<file path="src/rtl/asig_pkg.sv">
package asig_pkg;

  // Width of the tap-pair select carried in the strobe bundle (up to 32 pairs)
  localparam int SEL_W = 5;

  typedef enum logic [1:0] {
    ST_IDLE = 2'd0,
    ST_MAC  = 2'd1,
    ST_LOAD = 2'd2
  } seq_state_t;

  // Strobes from the sequencer to the datapath
  typedef struct packed {
    logic             shiftEn;  // accept sample, shift window, clear sum
    logic             macEn;    // accumulate one folded tap pair
    logic [SEL_W-1:0] tapSel;   // which pair (offset 2*tapSel+1 from centre)
    logic             outLoad;  // register rounded result and centre sample
  } strobe_t;

  // Ideal Hilbert coefficient 2/(pi*k) scaled by 2^frac, rounded to nearest.
  // Integer arithmetic only, evaluated at elaboration.
  function automatic int hilbertCoef(int k, int frac);
    longint num;
    longint den;
    num = longint'(1) << (frac + 1);
    num = num * 64'sd1000000;
    den = 64'sd3141593 * longint'(k);
    return int'(((64'sd2 * num) / den + 64'sd1) / 64'sd2);
  endfunction

endpackage

</file>
<file path="src/rtl/asig_ctrl.sv">
module asig_ctrl
  import asig_pkg::*;
#(
  parameter int NUM_TAPS = 33
) (
  input  logic    clk,
  input  logic    rstN,
  input  logic    sampleEn,
  output strobe_t strb,
  output logic    outValid
);

  localparam int CENTER = (NUM_TAPS - 1) / 2;
  localparam int NZ     = (CENTER + 1) / 2;
  localparam int CNT_W  = $clog2(NUM_TAPS + 1);

  seq_state_t       state;
  logic [SEL_W-1:0] tapIdx;
  logic [CNT_W-1:0] fillCnt;
  logic             lastTap;
  logic             windowFull;

  assign lastTap    = (tapIdx == SEL_W'(NZ - 1));
  assign windowFull = (fillCnt == CNT_W'(NUM_TAPS));

  always_comb begin
    strb.shiftEn = (state == ST_IDLE) && sampleEn;
    strb.macEn   = (state == ST_MAC);
    strb.tapSel  = tapIdx;
    strb.outLoad = (state == ST_LOAD);
  end

  always_ff @(posedge clk or negedge rstN) begin
    if (!rstN) begin
      state  <= ST_IDLE;
      tapIdx <= '0;
    end else begin
      case (state)
        ST_IDLE: begin
          if (sampleEn) begin
            state  <= ST_MAC;
            tapIdx <= '0;
          end
        end
        ST_MAC: begin
          if (lastTap) begin
            state <= ST_LOAD;
          end else begin
            tapIdx <= tapIdx + 1'b1;
          end
        end
        ST_LOAD: state <= ST_IDLE;
        default: state <= ST_IDLE;
      endcase
    end
  end

  always_ff @(posedge clk or negedge rstN) begin
    if (!rstN) begin
      fillCnt  <= '0;
      outValid <= 1'b0;
    end else begin
      if (strb.shiftEn && !windowFull) begin
        fillCnt <= fillCnt + 1'b1;
      end
      outValid <= strb.outLoad && windowFull;
    end
  end


  seq_start_chk: assert property (@(posedge clk) disable iff (!rstN)
    strb.shiftEn |=> strb.macEn && (strb.tapSel == '0));


  seq_step_chk: assert property (@(posedge clk) disable iff (!rstN)
    strb.macEn && !lastTap |=> strb.macEn && (strb.tapSel == $past(strb.tapSel) + 1'b1));


  drop_chk: assert property (@(posedge clk) disable iff (!rstN)
    (state == ST_MAC) && sampleEn |=> $stable(fillCnt));


  valid_pulse_chk: assert property (@(posedge clk) disable iff (!rstN)
    outValid |=> !outValid);


  valid_fill_chk: assert property (@(posedge clk) disable iff (!rstN)
    outValid |-> $past(strb.outLoad) && windowFull);

endmodule

</file>
<file path="src/rtl/asig_datapath.sv">
module asig_datapath
  import asig_pkg::*;
#(
  parameter int DATA_W    = 10,
  parameter int NUM_TAPS  = 33,
  parameter int COEF_W    = 10,
  parameter int COEF_FRAC = 9
) (
  input  logic                     clk,
  input  logic                     rstN,
  input  strobe_t                  strb,
  input  logic signed [DATA_W-1:0] sampleIn,
  output logic signed [DATA_W-1:0] realOut,
  output logic signed [DATA_W-1:0] imagOut
);

  localparam int CENTER = (NUM_TAPS - 1) / 2;
  localparam int NZ     = (CENTER + 1) / 2;
  localparam int DIFF_W = DATA_W + 1;
  localparam int PROD_W = DIFF_W + COEF_W;
  localparam int ACC_W  = PROD_W + $clog2(NZ) + 1;
  localparam logic signed [ACC_W-1:0] HALF = ACC_W'(1) << (COEF_FRAC - 1);
  localparam logic signed [ACC_W-1:0] MAXV = ACC_W'((1 << (DATA_W - 1)) - 1);
  localparam logic signed [ACC_W-1:0] MINV = ~MAXV;

  logic signed [DATA_W-1:0] win [NUM_TAPS];
  logic signed [COEF_W-1:0] coefTab [NZ];
  logic signed [DATA_W-1:0] olderTap;
  logic signed [DATA_W-1:0] newerTap;
  logic signed [COEF_W-1:0] coefSel;
  logic signed [DIFF_W-1:0] tapDiff;
  logic signed [PROD_W-1:0] prod;
  logic signed [ACC_W-1:0]  acc;
  logic signed [ACC_W-1:0]  biased;
  logic signed [ACC_W-1:0]  shifted;
  logic signed [DATA_W-1:0] satVal;

  // Fixed coefficient per folded pair, offset 2g+1 from the centre
  for (genvar g = 0; g < NZ; g++) begin : g_coef
    assign coefTab[g] = COEF_W'(hilbertCoef(2 * g + 1, COEF_FRAC));
  end

  // Select the pair served by the shared multiplier this cycle
  always_comb begin
    olderTap = win[CENTER + 1];
    newerTap = win[CENTER - 1];
    coefSel  = coefTab[0];
    for (int i = 1; i < NZ; i++) begin
      if (strb.tapSel == SEL_W'(i)) begin
        olderTap = win[CENTER + 2 * i + 1];
        newerTap = win[CENTER - 2 * i - 1];
        coefSel  = coefTab[i];
      end
    end
  end

  assign tapDiff = {olderTap[DATA_W-1], olderTap} - {newerTap[DATA_W-1], newerTap};
  assign prod    = tapDiff * coefSel;

  // Round half up, then clip to the signed output range
  always_comb begin
    biased  = acc + HALF;
    shifted = biased >>> COEF_FRAC;
    if (shifted > MAXV) begin
      satVal = MAXV[DATA_W-1:0];
    end else if (shifted < MINV) begin
      satVal = MINV[DATA_W-1:0];
    end else begin
      satVal = shifted[DATA_W-1:0];
    end
  end

  always_ff @(posedge clk or negedge rstN) begin
    if (!rstN) begin
      for (int i = 0; i < NUM_TAPS; i++) begin
        win[i] <= '0;
      end
    end else if (strb.shiftEn) begin
      win[0] <= sampleIn;
      for (int i = 1; i < NUM_TAPS; i++) begin
        win[i] <= win[i-1];
      end
    end
  end

  always_ff @(posedge clk or negedge rstN) begin
    if (!rstN) begin
      acc <= '0;
    end else if (strb.shiftEn) begin
      acc <= '0;
    end else if (strb.macEn) begin
      acc <= acc + {{(ACC_W - PROD_W){prod[PROD_W-1]}}, prod};
    end
  end

  always_ff @(posedge clk or negedge rstN) begin
    if (!rstN) begin
      realOut <= '0;
      imagOut <= '0;
    end else if (strb.outLoad) begin
      realOut <= win[CENTER];
      imagOut <= satVal;
    end
  end


  out_hold_chk: assert property (@(posedge clk) disable iff (!rstN)
    !strb.outLoad |=> $stable(realOut) && $stable(imagOut));


  window_hold_chk: assert property (@(posedge clk) disable iff (!rstN)
    !strb.shiftEn |=> $stable(win[0]) && $stable(win[CENTER]));


  clip_high_chk: assert property (@(posedge clk) disable iff (!rstN)
    strb.outLoad && (shifted > MAXV) |=> imagOut == MAXV[DATA_W-1:0]);

endmodule

</file>
<file path="src/rtl/analytic_pair_fir.sv">
module analytic_pair_fir
  import asig_pkg::*;
#(
  parameter int DATA_W    = 10,
  parameter int NUM_TAPS  = 33,
  parameter int COEF_W    = 10,
  parameter int COEF_FRAC = 9
) (
  input  logic                     clk,
  input  logic                     rstN,
  input  logic                     sampleEn,
  input  logic signed [DATA_W-1:0] sampleIn,
  output logic signed [DATA_W-1:0] realOut,
  output logic signed [DATA_W-1:0] imagOut,
  output logic                     outValid
);

  strobe_t strb;

  asig_ctrl #(
    .NUM_TAPS(NUM_TAPS)
  ) u_ctrl (
    .clk     (clk),
    .rstN    (rstN),
    .sampleEn(sampleEn),
    .strb    (strb),
    .outValid(outValid)
  );

  asig_datapath #(
    .DATA_W   (DATA_W),
    .NUM_TAPS (NUM_TAPS),
    .COEF_W   (COEF_W),
    .COEF_FRAC(COEF_FRAC)
  ) u_dp (
    .clk     (clk),
    .rstN    (rstN),
    .strb    (strb),
    .sampleIn(sampleIn),
    .realOut (realOut),
    .imagOut (imagOut)
  );

endmodule

</file>
<file path="config.mk">
export PLATFORM = sky130hd
export DESIGN_NAME = analytic_pair_fir
export DESIGN_NICKNAME = d
export VERILOG_FILES = /design/src/rtl/asig_pkg.sv /design/src/rtl/asig_ctrl.sv /design/src/rtl/asig_datapath.sv /design/src/rtl/analytic_pair_fir.sv
export SDC_FILE = /design/constraint.sdc
export NUM_CORES = 1
export LEC_CHECK = 0
export CAP_MARGIN = 0
export CORE_MARGIN = 2
export CORE_UTILIZATION = 55
export DETAILED_ROUTE_END_ITERATION = 16
export PLACE_DENSITY = 0.7
export SLEW_MARGIN = 30
export SYNTH_ARGS = -nofsm -noshare
export SYNTH_HDL_FRONTEND = slang
export SYNTH_SLANG_ARGS = --single-unit
</file>
<file path="constraint.sdc">
create_clock -name clk -period 12.94 [get_ports clk]
set_input_delay 2.588 -clock clk [delete_from_list [all_inputs] [get_ports clk]]
set_output_delay 2.588 -clock clk [all_outputs]
set_load 0.05 [all_outputs]
</file>
* Word level (Yosys, flattened, before mapping) *
Index checks and enable logic that the tools add are counted.
W data, S select, Z words.

word-level totals
  logic and storage cells = 100
  output and inout port bits = 21
  bits in registers = 379
  input bits = 13

cells by class
  eq/ne operators = 13
  mux-type cells = 31
  order comparisons = 2
  add/subtract/negate cells = 5
  reductions and logical operators = 9
  multiply operators = 1

operator list
  operator                  count
  $mux W10                  22
  $mux W25                  2
  $add A25 B10 Y25 const B  1
  $add A25 B25 Y25          1
  $mul A11 B10 Y21          1
  $eq A5 B3 Y1 const B      4
  $gt A16 B10 Y1 const B    1
  $lt A16 B10 Y1 const B    1
  $sub A10 B10 Y11          1
  $eq A5 B2 Y1 const B      2
  $mux W5                   2
  $pmux W5 S2               1
  $mux W9                   1
  $add A6 B1 Y6 const B     1
  $eq A6 B6 Y1 const B      1
  $add A5 B1 Y5 const B     1
  $eq A5 B1 Y1 const B      1
  $mux W2                   2
  $ne A2 B2 Y1 const B      2
  $pmux W2 S2               1
  $reduce_bool A2 Y1        2
  $logic_and A1 B1 Y1       3
  $reduce_and A3 Y1         1
  $eq A2 B1 Y1 const B      1
  other kinds (5)           5

* Longest topological paths before layout *
  depth in word-level cells = 13
  gate-level depth with buffers = 50
  depth with buffers taken out = 50

* By module *
Synthesis repeated with hierarchy kept, for this count alone.

second synthesis, totals
  cell total of the unflattened synthesis = 1889
  area, all modules = 21279.2 um2

modules (own cells, without submodules)
  module         area each (um2)  seq. area each (um2)  cells an instance  times used
  asig_datapath  20594.8          9133.8                1826               1
  asig_ctrl      684.4            350.3                 63                 1

* Worst setup path after synthesis *
Ideal clock, no wire load.

  path kind = register -> register
  start = register u_ctrl.tapIdx[0]
  end = register u_dp.acc[24]
  cell stages (with the launch flop) = 46
  clock period less this slack = 9.682 ns
  data required time = 12.815 ns
  path buffers = 3
  arrival = 9.557 ns
  setup time = 0.125 ns
  slack = 3.258 ns
  cell sequence = dfrtp_1 -> inv_1 -> ha_1 -> clkbuf_1 -> clkbuf_1 -> buf_1 -> a22o_1 -> a22oi_1 -> o211ai_1 -> o211ai_1 -> a21oi_1 -> a21oi_1 -> ha_1 -> fa_1 -> nor2b_4 -> o21ai_2 -> a21oi_2 -> nor2_1 -> [10 not listed] -> fa_1 -> inv_1 -> ha_1 -> a21o_1 -> nor3_1 -> a21oi_1 -> o41ai_2 -> o21ai_1 -> a21oi_1 -> xnor2_1 -> ha_1 -> a21o_1 -> a21o_1 -> a21o_1 -> a21o_1 -> o21a_1 -> mux2_4 -> mux2i_1

between the ends
  longest elaborated chain between the ends = 13
  elaborated cells on any way between the ends = 33
  those cells by class = add/sub (2); mul (1); eq/ne (7); mux (23)

ends and longest elaborated chain
  item                    RTL line             text
  start, declared         asig_ctrl.sv:18      logic [SEL_W-1:0] tapIdx;
  start signal, assigned  asig_ctrl.sv:49      tapIdx <= tapIdx + 1'b1;
  $eq A5 B1 Y1            asig_datapath.sv:49  if (strb.tapSel == SEL_W'(i)) begin
  $mux W10 (7 in a row)   asig_datapath.sv:49
  $sub A10 B10 Y11        asig_datapath.sv:57  assign tapDiff = {olderTap[DATA_W-1], olderTap} - {newerTap[DATA_W-1], newerTap};
  $mul A11 B10 Y21 (*)    asig_datapath.sv:58  assign prod = tapDiff * coefSel;
  $add A25 B25 Y25 (*)    asig_datapath.sv:92  acc <= acc + {{(ACC_W - PROD_W){prod[PROD_W-1]}}, prod};
  $mux W25 (*)            asig_datapath.sv:91  end else if (strb.macEn) begin
  $mux W25 (*)            asig_datapath.sv:89  end else if (strb.shiftEn) begin
  end signal, assigned    asig_datapath.sv:92
  end, declared           asig_datapath.sv:33  logic signed [ACC_W-1:0] acc;

Mark *: on every way between the ends. The rest lies on a longest branch, timed or not. The select of a mux whose other input is x is not followed.
A chain may end at the register's enable or synchronous reset.

* Worst setup path in the final report *
  start = register u_ctrl.tapIdx[2]
  end = register u_dp.acc[24]

The elaborated chain is that of the path after synthesis.

==> impl_metrics.toml <==
[yosys]
async_flop_share = 1.00
yosysWarnings = 0
synth-edff-count = 0
synthCells = 2501
synth.net_count = 2679
synthDistinctLibCells = 75
synth-seq-cells = 379
syn_area_mm2 = 0.0212
syn_avg_cell_area_um2 = 8.49
synth-main-ff-cell = "dfrtp_1"
ys_seq_area_frac = 0.446

[cells_and_area]
layout_common_cells = "nand2_1 (1047), dfrtp_1 (379), inv_1 (125), nor2_1 (118), ha_1 (93)"
final_common_cell = "nand2_1"
fin_nets = 2655
ff_latch_area_mm2 = 0.00948
multiInputGateArea_mm2 = 0.0108
fillCellCount = 3238
drive_gt1_frac = 0.0527
diodes = 0
area_growth_pct = 10.2
instances_no_fill = 3016

[placement]
place_congestion = 0.918
portBuffers = 33
dp.cells = 2943
dp_hpwl_um = 33300

[clock_network]
cts_hold_buffers = 0
clockRootBuffer = "clkbuf_16"
cts_sinks = 379
cts_setup_buffers = 0
cts_tree = "yes"
htree_levels = 2
cts_buffers = 41
clock_latency_ns = 0.57
cts_repair_resize_count = 0
cts_buffer_depth = 3
clk_pin_slew_worst_paths_ns = 0.06

[route]
via_per_inst = 5.46
post_drt_wl_per_cell_um = 16.2
drt_iter0_markers = 1139
finalWirelength_um = 48800
dr_total_vias = 16478
dr.pass1.iters = 5
postRouteAntennaNets = 0
drc = 0

[critical_path]
cp-start-kind = "flop"
crit_path_frequent_cell = "inv_1"
crit_type = "flop to flop"
max_stage_delay_ns = 0.67
endpoint_kind = "flop"
worstPathMaxFanout = 31
cp_slowest_cell = "dfrtp_1"
path_buf_inv = 8
crit_family = "adder cells"
cp.required_ns = 13.36
cp.arrival_ns = 11.50

[global_route]
grt_pass1_vias = 16674
grt_pass1_wl_um = 82000
overflow = 0
antenna_found_initial = 0
grt_start_max_net_pins = 181
grt_usage = 0.247

[sta]
setup_viol = 0
rsz0062_at_grt = "no"
drv_slew = 0
fin_crit_ns = 11.08
relSlewSlack = 0.358
worst_pin_slew_ns = 0.963
finalCritPeriodShare = 0.856
hold_violations = 0
setup-tns-final_ns = 0
clock_skew_ns = 0.0301
fmaxAchievable_mhz = 90.2

[floorplan]
io_pins = 34
rows = 71
dieArea_mm2 = 0.0402
core-area_mm2 = 0.0378
initial_core_util = 0.561
chipHeight_um = 201
fp.dieW_um = 201

[worst_hold_path]
hp-class = "flop to flop"

[flow_run]
maxCapViolCount = 0

[status]
status = "finished, final reports clean"
-- routing by layer --
metal / up-vias / part of all wire / GRT usage
met5: - / 0 / 0
met4: 0 / 0.035 / 0.0923
met3: 103 / 0.035 / 0.0291
met2: 324 / 0.50 / 0.435
met1: 8086 / 0.43 / 0.314
li1: 7965 / - / -
-- worst min-delay path, delay by kind of cell (launching register included) --
kind / cells / cell delay, ns
flip-flops: 1 / 0.34
AND/OR/NAND/NOR: 2 / 0.10
-- per-stage QoR --
stage | cell area (µm²) | util | setup slack [ns] | hold WS, ns
floorplan | 21200 | - | 3.26 | 0.439
global placement | 21900 | 0.580 | 2.29 | 0.444
detailed placement | 22000 | 0.580 | 2.03 | 0.451
CTS | 23300 | 0.617 | 1.93 | 0.457
global route | 23400 | 0.618 | 1.17 | 0.482
finish | 23400 | 0.618 | 1.86 | 0.460
-- cells in the mapped netlist, drive strengths merged, types with 2 or more instances --
cell type / n / area share
a211oi: 27 / 0.0095
a21boi: 4 / 0.0014
a21o: 25 / 0.0088
a21oi: 46 / 0.011
a221oi: 8 / 0.0033
a22o: 19 / 0.0078
a22oi: 12 / 0.0042
a31o: 4 / 0.0016
a31oi: 6 / 0.0021
a32oi: 3 / 0.0012
and2: 9 / 0.0027
and3: 8 / 0.0024
buf: 4 / 0.00088
clkbuf: 120 / 0.021
dfrtp: 379 / 0.45
fa: 72 / 0.068
ha: 93 / 0.055
inv: 125 / 0.022
mux2: 19 / 0.010
mux2i: 2 / 0.00094
nand2: 1048 / 0.19
nand2b: 21 / 0.0062
nand3: 38 / 0.0090
nand4: 10 / 0.0039
nor2: 119 / 0.021
nor2b: 14 / 0.0045
nor3: 17 / 0.0045
nor3b: 3 / 0.0011
o2111a: 2 / 0.0011
o211ai: 7 / 0.0025
o21a: 11 / 0.0039
o21ai: 95 / 0.023
o21bai: 4 / 0.0014
o22ai: 10 / 0.0029
o311ai: 7 / 0.0032
o31ai: 6 / 0.0021
o41ai: 4 / 0.0038
or2: 8 / 0.0024
or3: 5 / 0.0015
xnor2: 47 / 0.019
xor2: 26 / 0.011
-- layout make-up --
| class | instances | share of cell area |
|---|---|---|
| Clock buffer | 60 | 0.0513 |
| Clock inverter | 11 | 0.00781 |
| Inverter | 125 | 0.0201 |
| Multi-Input combinational cell | 1873 | 0.464 |
| Sequential cell | 379 | 0.405 |
| Tap cell | 511 | 0.0273 |
| Timing Repair Buffer | 57 | 0.0246 |
-- cells by family after synthesis --
kind of cell / count (synthesis) / share of synthesized area
buf+inv: 249 / 0.0442
compound gates: 310 / 0.0993
simple gates: 1304 / 0.246
flops: 379 / 0.446
fa+ha+maj: 165 / 0.123
xor+xnor: 73 / 0.0305
mux: 21 / 0.0112
-- flip-flops by register name, summed over array words and instances (netlist names) --
name and cells:
u_dp.win 320, u_ctrl.state 2, u_ctrl.tapIdx 5, u_dp.imagOut 10, u_dp.acc 25, u_ctrl.fillCnt 6, u_ctrl.outValid 1, u_dp.realOut 10
-- final timing paths --
kind | to | depth (start not counted) | startpoint | slack (ns)
min | u_dp.win[179]$_DFFE_PN0P_ | 2 | u_dp.win[189]$_DFFE_PN0P_ | 0.46
max in group asynchronous | u_dp.win[94]$_DFFE_PN0P_ | 3 | rstN | 9.38
min reg2reg | u_dp.win[179]$_DFFE_PN0P_ | 2 | u_dp.win[189]$_DFFE_PN0P_ | 0.46
max | u_dp.acc[24]$_DFFE_PN0P_ | 47 | u_ctrl.tapIdx[2]$_DFFE_PN0P_ | 1.86
max reg2reg | u_dp.acc[24]$_DFFE_PN0P_ | 47 | u_ctrl.tapIdx[2]$_DFFE_PN0P_ | 1.86
min in group asynchronous | u_dp.imagOut[6]$_DFFE_PN0P_ | 1 | rstN | 1.96
Power is left out: the tool's default activity adds up to more than one toggle a clock period on the data nets, which glitch-free logic cannot reach.
